--- src/rtl/fir2d_pkg.sv ---
package fir2d_pkg;
  typedef struct packed {
    logic valid;
    logic hstart;
    logic hend;
    logic vstart;
    logic vend;
  } ctrl_t;
endpackage

--- src/rtl/fir2d_coef_latch.sv ---
module fir2d_coef_latch #(
  parameter int TAPS   = 9,
  parameter int COEF_W = 16
) (
  input  logic                   clk_i,
  input  logic                   rst_ni,
  input  logic                   load_i,
  input  logic [TAPS*COEF_W-1:0] coef_i,
  output logic [TAPS*COEF_W-1:0] bank_o,
  output logic [TAPS*COEF_W-1:0] use_o
);
  logic [TAPS*COEF_W-1:0] bank_q;

  always_ff @(posedge clk_i or negedge rst_ni) begin
    if (!rst_ni)     bank_q <= '0;
    else if (load_i) bank_q <= coef_i;
  end

  // frame-start pixel already uses the incoming set
  assign use_o  = load_i ? coef_i : bank_q;
  assign bank_o = bank_q;
endmodule

--- src/rtl/fir2d_mul_lane.sv ---
module fir2d_mul_lane #(
  parameter int PIX_W  = 8,
  parameter int COEF_W = 16
) (
  input  logic                      clk_i,
  input  logic                      rst_ni,
  input  logic [PIX_W-1:0]          pix_i,
  input  logic [COEF_W-1:0]         coef_i,
  output logic [PIX_W+COEF_W:0]     prod_o
);
  localparam int PROD_W = PIX_W + COEF_W + 1;

  logic [PIX_W-1:0]         a1_q, a2_q;
  logic [COEF_W-1:0]        b1_q, b2_q;
  logic signed [PROD_W-1:0] ax, bx, p1_q, p2_q;

  assign ax = {{(PROD_W-PIX_W){1'b0}}, a2_q};
  assign bx = {{(PROD_W-COEF_W){b2_q[COEF_W-1]}}, b2_q};

  always_ff @(posedge clk_i or negedge rst_ni) begin
    if (!rst_ni) begin
      a1_q <= '0; a2_q <= '0;
      b1_q <= '0; b2_q <= '0;
      p1_q <= '0; p2_q <= '0;
    end else begin
      a1_q <= pix_i;  a2_q <= a1_q;
      b1_q <= coef_i; b2_q <= b1_q;
      p1_q <= ax * bx;
      p2_q <= p1_q;
    end
  end

  assign prod_o = p2_q;
endmodule

--- src/rtl/fir2d_add_tree.sv ---
module fir2d_add_tree #(
  parameter int N_IN = 9,
  parameter int IN_W = 25,
  parameter int OUT_W = IN_W + $clog2(N_IN)
) (
  input  logic                    clk_i,
  input  logic                    rst_ni,
  input  logic [N_IN*IN_W-1:0]    in_i,
  output logic signed [OUT_W-1:0] sum_o
);
  localparam int LVL = $clog2(N_IN);
  localparam int NP  = 1 << LVL;

  logic signed [OUT_W-1:0] leaf   [NP];
  logic signed [OUT_W-1:0] node_q [NP-1];

  for (genvar i = 0; i < NP; i++) begin : g_leaf
    if (i < N_IN) begin : g_real
      logic [IN_W-1:0] s;
      assign s       = in_i[i*IN_W +: IN_W];
      assign leaf[i] = {{(OUT_W-IN_W){s[IN_W-1]}}, s};
    end else begin : g_pad
      assign leaf[i] = '0;
    end
  end

  // heap order: node n has children 2n+1, 2n+2; leaves follow the NP-1 nodes
  for (genvar n = 0; n < NP-1; n++) begin : g_node
    localparam int LC = 2*n + 1;
    logic signed [OUT_W-1:0] lv, rv;
    if (LC >= NP-1) begin : g_from_leaf
      assign lv = leaf[LC-(NP-1)];
      assign rv = leaf[LC+1-(NP-1)];
    end else begin : g_from_node
      assign lv = node_q[LC];
      assign rv = node_q[LC+1];
    end
    always_ff @(posedge clk_i or negedge rst_ni) begin
      if (!rst_ni) node_q[n] <= '0;
      else         node_q[n] <= lv + rv;
    end
  end

  assign sum_o = node_q[0];
endmodule

--- src/rtl/fir2d_out_cast.sv ---
module fir2d_out_cast #(
  parameter int ACC_W  = 29,
  parameter int FRAC_W = 4,
  parameter int PIX_W  = 8
) (
  input  logic                    clk_i,
  input  logic                    rst_ni,
  input  logic signed [ACC_W-1:0] sum_i,
  input  logic                    round_nearest_i,
  input  logic                    saturate_i,
  output logic [PIX_W-1:0]        pix_o
);
  localparam logic signed [ACC_W:0] HALF    = (ACC_W+1)'((1 << FRAC_W) >> 1);
  localparam logic signed [ACC_W:0] PIX_MAX = (ACC_W+1)'((1 << PIX_W) - 1);

  logic signed [ACC_W:0] ext, rnd, shf;
  logic [PIX_W-1:0]      cast;

  assign ext = {sum_i[ACC_W-1], sum_i};
  assign rnd = ext + (round_nearest_i ? HALF : '0);
  assign shf = rnd >>> FRAC_W;

  always_comb begin
    cast = shf[PIX_W-1:0];
    if (saturate_i) begin
      if (shf < 0)            cast = '0;
      else if (shf > PIX_MAX) cast = '1;
    end
  end

  always_ff @(posedge clk_i or negedge rst_ni) begin
    if (!rst_ni) pix_o <= '0;
    else         pix_o <= cast;
  end
endmodule

--- src/rtl/fir2d_kernel.sv ---
module fir2d_kernel #(
  parameter int K      = 3,
  parameter int PIX_W  = 8,
  parameter int COEF_W = 16,
  parameter int FRAC_W = 4
) (
  input  logic                     clk_i,
  input  logic                     rst_ni,
  input  logic [K*K*PIX_W-1:0]     win_i,
  input  logic [K*K*COEF_W-1:0]    coef_i,
  input  logic                     valid_i,
  input  logic                     hstart_i,
  input  logic                     hend_i,
  input  logic                     vstart_i,
  input  logic                     vend_i,
  input  logic                     round_nearest_i,
  input  logic                     saturate_i,
  output logic [PIX_W-1:0]         pix_o,
  output logic                     valid_o,
  output logic                     hstart_o,
  output logic                     hend_o,
  output logic                     vstart_o,
  output logic                     vend_o
);
  import fir2d_pkg::*;

  localparam int TAPS   = K * K;
  localparam int PROD_W = PIX_W + COEF_W + 1;
  localparam int LVL    = $clog2(TAPS);
  localparam int ACC_W  = PROD_W + LVL;
  localparam int LAT    = 4 + LVL + 1;

  if (K < 2 || K > 64) begin : g_bad_k
    $error("fir2d_kernel: K must lie in 2..64");
  end

  logic                     frame_start;
  logic [TAPS*COEF_W-1:0]   coef_bank, coef_use;
  logic [TAPS*PROD_W-1:0]   prods;
  logic signed [ACC_W-1:0]  acc;
  logic [PIX_W-1:0]         pix_q;
  ctrl_t                    ctrl_in;
  ctrl_t                    ctrl_pipe [LAT];

  assign frame_start = valid_i & vstart_i & hstart_i;

  fir2d_coef_latch #(.TAPS(TAPS), .COEF_W(COEF_W)) u_coef (
    .clk_i  (clk_i),
    .rst_ni (rst_ni),
    .load_i (frame_start),
    .coef_i (coef_i),
    .bank_o (coef_bank),
    .use_o  (coef_use)
  );

  for (genvar i = 0; i < TAPS; i++) begin : g_lane
    fir2d_mul_lane #(.PIX_W(PIX_W), .COEF_W(COEF_W)) u_mul (
      .clk_i  (clk_i),
      .rst_ni (rst_ni),
      .pix_i  (win_i[i*PIX_W +: PIX_W]),
      .coef_i (coef_use[i*COEF_W +: COEF_W]),
      .prod_o (prods[i*PROD_W +: PROD_W])
    );
  end

  fir2d_add_tree #(.N_IN(TAPS), .IN_W(PROD_W), .OUT_W(ACC_W)) u_tree (
    .clk_i  (clk_i),
    .rst_ni (rst_ni),
    .in_i   (prods),
    .sum_o  (acc)
  );

  fir2d_out_cast #(.ACC_W(ACC_W), .FRAC_W(FRAC_W), .PIX_W(PIX_W)) u_cast (
    .clk_i           (clk_i),
    .rst_ni          (rst_ni),
    .sum_i           (acc),
    .round_nearest_i (round_nearest_i),
    .saturate_i      (saturate_i),
    .pix_o           (pix_q)
  );

  assign ctrl_in = '{valid: valid_i, hstart: hstart_i, hend: hend_i,
                     vstart: vstart_i, vend: vend_i};

  always_ff @(posedge clk_i or negedge rst_ni) begin
    if (!rst_ni) begin
      for (int i = 0; i < LAT; i++) ctrl_pipe[i] <= '0;
    end else begin
      ctrl_pipe[0] <= ctrl_in;
      for (int i = 1; i < LAT; i++) ctrl_pipe[i] <= ctrl_pipe[i-1];
    end
  end

  assign valid_o  = ctrl_pipe[LAT-1].valid;
  assign hstart_o = ctrl_pipe[LAT-1].hstart;
  assign hend_o   = ctrl_pipe[LAT-1].hend;
  assign vstart_o = ctrl_pipe[LAT-1].vstart;
  assign vend_o   = ctrl_pipe[LAT-1].vend;
  assign pix_o    = valid_o ? pix_q : '0;
endmodule

--- config.mk ---
export PLATFORM = sky130hd
export DESIGN_NAME = fir2d_kernel
export DESIGN_NICKNAME = d
export VERILOG_FILES = /design/src/rtl/fir2d_pkg.sv /design/src/rtl/fir2d_coef_latch.sv /design/src/rtl/fir2d_mul_lane.sv /design/src/rtl/fir2d_add_tree.sv /design/src/rtl/fir2d_out_cast.sv /design/src/rtl/fir2d_kernel.sv
export SDC_FILE = /design/constraint.sdc
export NUM_CORES = 2
export LEC_CHECK = 0
export ABC_AREA = 1
export BUFFER_PORTS_ARGS = -buffer_cell sky130_fd_sc_hd__buf_2
export CORE_AREA = 2 2 452 454
export CTS_CLUSTER_DIAMETER = 60
export DETAILED_ROUTE_END_ITERATION = 10
export DIE_AREA = 0 0 454 456
export GPL_ROUTABILITY_DRIVEN = 1
export GPL_TIMING_DRIVEN = 0
export PLACE_DENSITY_LB_ADDON = 0.05
export SYNTH_ARGS = -nofsm -noshare
export SYNTH_HDL_FRONTEND = slang
export SYNTH_HIERARCHICAL = 1
export SYNTH_SLANG_ARGS = --single-unit
--- constraint.sdc ---
create_clock -name clk_i -period 5.55 [get_ports clk_i]
set_input_delay 1.11 -clock clk_i [delete_from_list [all_inputs] [get_ports clk_i]]
set_output_delay 1.11 -clock clk_i [all_outputs]
set_load 0.02 [all_outputs]
Yosys cells after proc, flatten, opt, wreduce, memory -nomap -nowiden
Cells that the tools add are included.

word-level totals
  input bits = 225
  output and inout port bits = 13
  bits in registers = 1386
  word-level logic and storage cells = 140

operators by class
  multiplexer cells = 6
  bitwise operators = 2
  add/sub/neg operators = 9
  $mul = 9
  order comparisons = 2

operator list
  cell                                                                    count
  9-bit by 16-bit multiplier with 25-bit output                           9
  144-bit two-way mux                                                     1
  25-bit by 25-bit adder with 26-bit output                               4
  29-bit adder                                                            3
  8-bit two-way mux                                                       4
  29-bit by 5-bit adder with 30-bit output                                1
  29-bit by 25-bit adder with 29-bit output                               1
  26-bit by 9-bit > comparator with 1-bit output (second input constant)  1
  26-bit by 1-bit < comparator with 1-bit output (second input constant)  1
  4-bit two-way mux                                                       1
  1-bit AND                                                               2

Depth between registers and ports, before layout
  word-level depth = 6
  depth in mapped cells = 23
  gate-level depth less buffers = 21

Hierarchy
The synthesis kept the hierarchy.

modules (own cells, without submodules)
  module                                times used  cells each  area each (sq um)  seq. area each (sq um)
  fir2d_mul_lane (g_lane[0].u_mul ...)  5           922         7815.0             2452.4
  fir2d_mul_lane (g_lane[5].u_mul ...)  3           909         7781.2             2452.4
  fir2d_add_tree                        1           3395        22639.2            7382.1
  fir2d_mul_lane (g_lane[8].u_mul)      1           911         7753.7             2452.4
  fir2d_coef_latch                      1           608         5427.7             3603.5
  fir2d_out_cast                        1           232         1287.5             200.2
  fir2d_kernel                          1           65          1202.4             1126.1

Worst setup path after synthesis
Ideal clock, no wire load.

  kind = flip-flop to flip-flop
  start point = register g_lane[0].u_mul.a2_q[2]
  end point = register g_lane[0].u_mul.p1_q[22]
  clock period less this slack = 4.231 ns
  stages on the path, launching flop included = 19
  slack = 1.319 ns
  data required time = 5.433 ns
  buffers on the path = 2
  library setup time = 0.117 ns
  arrival time = 4.114 ns
  path through = dfrtp_1 clkbuf_1 clkbuf_1 nand2_1 fa_1 inv_1 fa_1 inv_1 fa_1 inv_1 fa_1 ha_1 nand2_1 nor2_1 inv_1 nor2_1 nand3_1 nand4_1 nand2_1

on the way
  cells in the longest elaborated chain, start to end = 1

RTL lines
  what                                           RTL line              text
  start: declaration                             fir2d_mul_lane.sv:13  logic [PIX_W-1:0] a1_q, a2_q;
  start signal: assignment                       fir2d_mul_lane.sv:26  a1_q <= pix_i; a2_q <= a1_q;
  9-bit by 16-bit multiplier with 25-bit output  fir2d_mul_lane.sv:28  p1_q <= ax * bx;
  end signal: assignment                         fir2d_mul_lane.sv:28
  end: declaration                               fir2d_mul_lane.sv:15  logic signed [PROD_W-1:0] ax, bx, p1_q, p2_q;

No other way between the ends.

Worst setup path in the final report
  start point = register g_lane[3].u_mul.a2_q[2]
  end point = register g_lane[3].u_mul.p1_q[22]

on the way
  cells in the longest elaborated chain, start to end = 1

RTL lines
  what                                           RTL line
  start: declaration                             fir2d_mul_lane.sv:13
  start signal: assignment                       fir2d_mul_lane.sv:26
  9-bit by 16-bit multiplier with 25-bit output  fir2d_mul_lane.sv:28
  end signal: assignment                         fir2d_mul_lane.sv:28
  end: declaration                               fir2d_mul_lane.sv:15

No other way between the ends.

==> results_tabular.tex <==
\begin{tabular}{lr}
\hline
Metric & Value \\
\hline
\multicolumn{2}{l}{\textbf{Clock tree}} \\
\quad Clock transition at path regs & 0.06 ns \\
\quad H-tree levels & 4 \\
\quad Post-CTS Setup Repair Bufs & 0 \\
\quad Worst-skew pair later-pin latency & 0.81 ns \\
\quad CTS root buffer & sky130\_fd\_sc\_hd\_\_clkbuf\_16 \\
\quad Cells resized by post-CTS repair & 0 \\
\quad CTS tree & done \\
\quad Buffer depth of the longest clock path & 3 \\
\quad CTS Buf Count & 160 \\
\quad Count of hold buffers inserted by post-cts repair & 0 \\
\quad Clock sinks & 1,371 \\
\multicolumn{2}{l}{\textbf{Synth}} \\
\quad Cell count after synthesis & 12,500 \\
\quad Summed instance area of the synthesized netlist & 101,000 um\^{}2 \\
\quad YS warnings & 6 \\
\quad Syn\_area\_per\_cell & 8.02 um\^{}2 \\
\quad Net count after synthesis & 14,400 \\
\multicolumn{2}{l}{\textbf{STA}} \\
\quad Share of the cycle needed by the critical path after routing & 92.6\% \\
\quad Unrepaired setup endpoints after global routing & false \\
\quad Worst-case clock skew & 0.0295 ns \\
\quad Least-Margin Pin Slew & 0.899 ns \\
\quad Final critical path time including I/O delays and setup & 5.14 ns \\
\quad Setup violations, final & 0 \\
\quad Hold Violations, Final & 0 \\
\quad Normalized max-slew margin & 40.0\% \\
\quad Slew Viols, Final & 0 \\
\quad Post-route setup TNS & 0 ns \\
\quad Peak Freq & 195 MHz \\
\multicolumn{2}{l}{\textbf{Cells and area}} \\
\quad FILL cells & 19,100 \\
\quad Layout cell share with drive strength beyond 1 & 6.39\% \\
\quad Most common library cell in the layout ignoring fill and taps & sky130\_fd\_sc\_hd\_\_nand2\_1 \\
\quad Synthesis-to-layout area growth & 10.5\% \\
\quad Multi-input logic area & 53,100 um\^{}2 \\
\quad Most used cells in the layout excluding fill and tap cells & sky130\_fd\_sc\_hd\_\_nand2\_1 (4,235), sky130\_fd\_sc\_hd\_\_inv\_1 (3,156), sky130\_fd\_sc\_hd\_\_dfrtp\_1 (1,371) \\
\quad Storage element area & 34,300 um\^{}2 \\
\quad Total Nets Final & 14,800 \\
\multicolumn{2}{l}{\textbf{Setup path}} \\
\quad Sort of element at the end of the critical path & register \\
\quad Setup CP Type & register to register \\
\quad Chain of cells forming the critical path & clkbuf\_1 > clkbuf\_1 > nand2\_1 > fa\_1 > inv\_1 > fa\_1 > inv\_1 > fa\_1 > inv\_1 > fa\_1 > ha\_1 > nand2\_1 > nor2\_1 > inv\_1 > nor2\_1 > nand3\_1 > nand4\_1 > nand2\_1 \\
\quad Crit path max fanout & 10 \\
\quad CP peak stage delay & 0.66 ns \\
\quad Arr. time, crit path & 5.80 ns \\
\quad CP Buf/Inv Count & 6 \\
\quad CP Data Required Time & 6.21 ns \\
\quad Critical-path top delay cell & sky130\_fd\_sc\_hd\_\_fa\_1 \\
\quad Nature of the critical path startpoint & register \\
\quad Cell family with most CP delay & adder cells \\
\multicolumn{2}{l}{\textbf{Die}} \\
\quad Number of top-level pins & 238 \\
\quad Initial core utilization & 49.9\% \\
\quad Die height & 456 um \\
\quad Core Box Area & 202,000 um\^{}2 \\
\quad Chip Width & 454 um \\
\quad Site row count & 165 \\
\quad Die footprint & 207,000 um\^{}2 \\
\multicolumn{2}{l}{\textbf{Drt}} \\
\quad Per-cell routed wire length & 15.5 um \\
\quad DR vias & 74,500 \\
\quad Initial detailed-routing violation count & 4,417 \\
\quad Residual antenna-violating net count after detailed routing & 0 \\
\quad Final Routed Wirelength & 245,000 um \\
\quad DR vias/cell & 4.73 \\
\quad Count of unresolved DRC violations after routing & 0 \\
\quad Detailed-router iteration count before antenna repair & 6 \\
\multicolumn{2}{l}{\textbf{Global routing}} \\
\quad Total routing usage reported by global routing & 24.6\% \\
\quad Maximum number of pins on one net before global-route repair & 165 \\
\quad Vias in the first global route & 77,300 \\
\quad First-pass GRT wire length & 405,000 um \\
\quad Final global-route overflow total & 0 \\
\quad Initial antenna violation count & 8 \\
\multicolumn{2}{l}{\textbf{Min path}} \\
\quad Class of the tightest hold or removal check & primary input to async pin \\
\multicolumn{2}{l}{\textbf{Placed design}} \\
\quad RD Place Congestion & 0.903 \\
\quad Number of port buffers & 237 \\
\quad Final HPWL from detailed placement & 202,000 um \\
\multicolumn{2}{l}{\textbf{Run status}} \\
\quad Outcome & completed \\
\multicolumn{2}{l}{\textbf{Job}} \\
\quad Max-cap violations & 0 \\
\hline
\end{tabular}
-- metal layers --
| metal | share of wire (%) | track usage (%) | vias to the layer above |
|---|---|---|---|
| met5 | 0 | 0 | - |
| met4 | 2.4 | 6.19 | 0 |
| met3 | 3.8 | 2.73 | 314 |
| met2 | 47 | 40.6 | 1353 |
| met1 | 47 | 34.7 | 35800 |
| li1 | - | - | 37100 |
-- through the flow --
step                utilization, %  worst slack, ns  cell area, um^2  instances  hold WS [ns]
global route                  55.1           0.0467           111000      15800        0.0873
CTS                           55.1            0.253           111000      15800        0.0682
finish                        55.1            0.413           111000      15800         0.131
global placement              52.1           -25.25           105000      15500         0.332
detailed placement            52.3            0.254           105000      15500         0.335
floorplan                        -             1.32           101000      12500         0.331
-- area by class of cell --
cell class | count | area share, %
Timing Repair Buffer | 246 | 1.30
Multi-Input combinational cell | 7671 | 47.8
Tap cell | 2672 | 3.01
Buffer | 321 | 1.16
Clock buffer | 206 | 4.00
Inverter | 3181 | 10.7
Sequential cell | 1371 | 30.8
Antenna cell | 3 | 0.00675
Clock inverter | 89 | 1.18
-- state kept, by name, summed over array words and instances, names as in the netlist --
signal / flops
ctrl_pipe: 40
g_lane.u_mul/a1_q: 72
g_lane.u_mul/a2_q: 72
g_lane.u_mul/b1_q: 144
g_lane.u_mul/b2_q: 144
g_lane.u_mul/p1_q: 225
g_lane.u_mul/prod_o: 225
hend_o: 1
hstart_o: 1
u_cast/pix_o: 8
u_coef/bank_o: 144
u_tree/g_node.lv: 160
u_tree/g_node.rv: 106
u_tree/sum_o: 26
valid_o: 1
vend_o: 1
vstart_o: 1
-- worst paths after layout --
path,startpoint,endpoint,slack [ns],cells past startpoint
worst max-delay path,g_lane[3].u_mul/a2_q[2],g_lane[3].u_mul/p1_q[22],0.41,18
worst min register to register,g_lane[1].u_mul/b1_q[8],g_lane[1].u_mul/b2_q[8],0.32,0
min in group clk_i,g_lane[1].u_mul/b1_q[8],g_lane[1].u_mul/b2_q[8],0.32,0
worst min-delay path,rst_ni,g_lane[0].u_mul/b2_q[15],0.13,1
worst max register to register,g_lane[3].u_mul/a2_q[2],g_lane[3].u_mul/p1_q[22],0.41,18
max in group asynchronous,rst_ni,g_lane[8].u_mul/a1_q[5],2.43,5
Power is left out: the tool's default activity adds up to more than one toggle a clock period on the data nets, which glitch-free logic cannot reach.
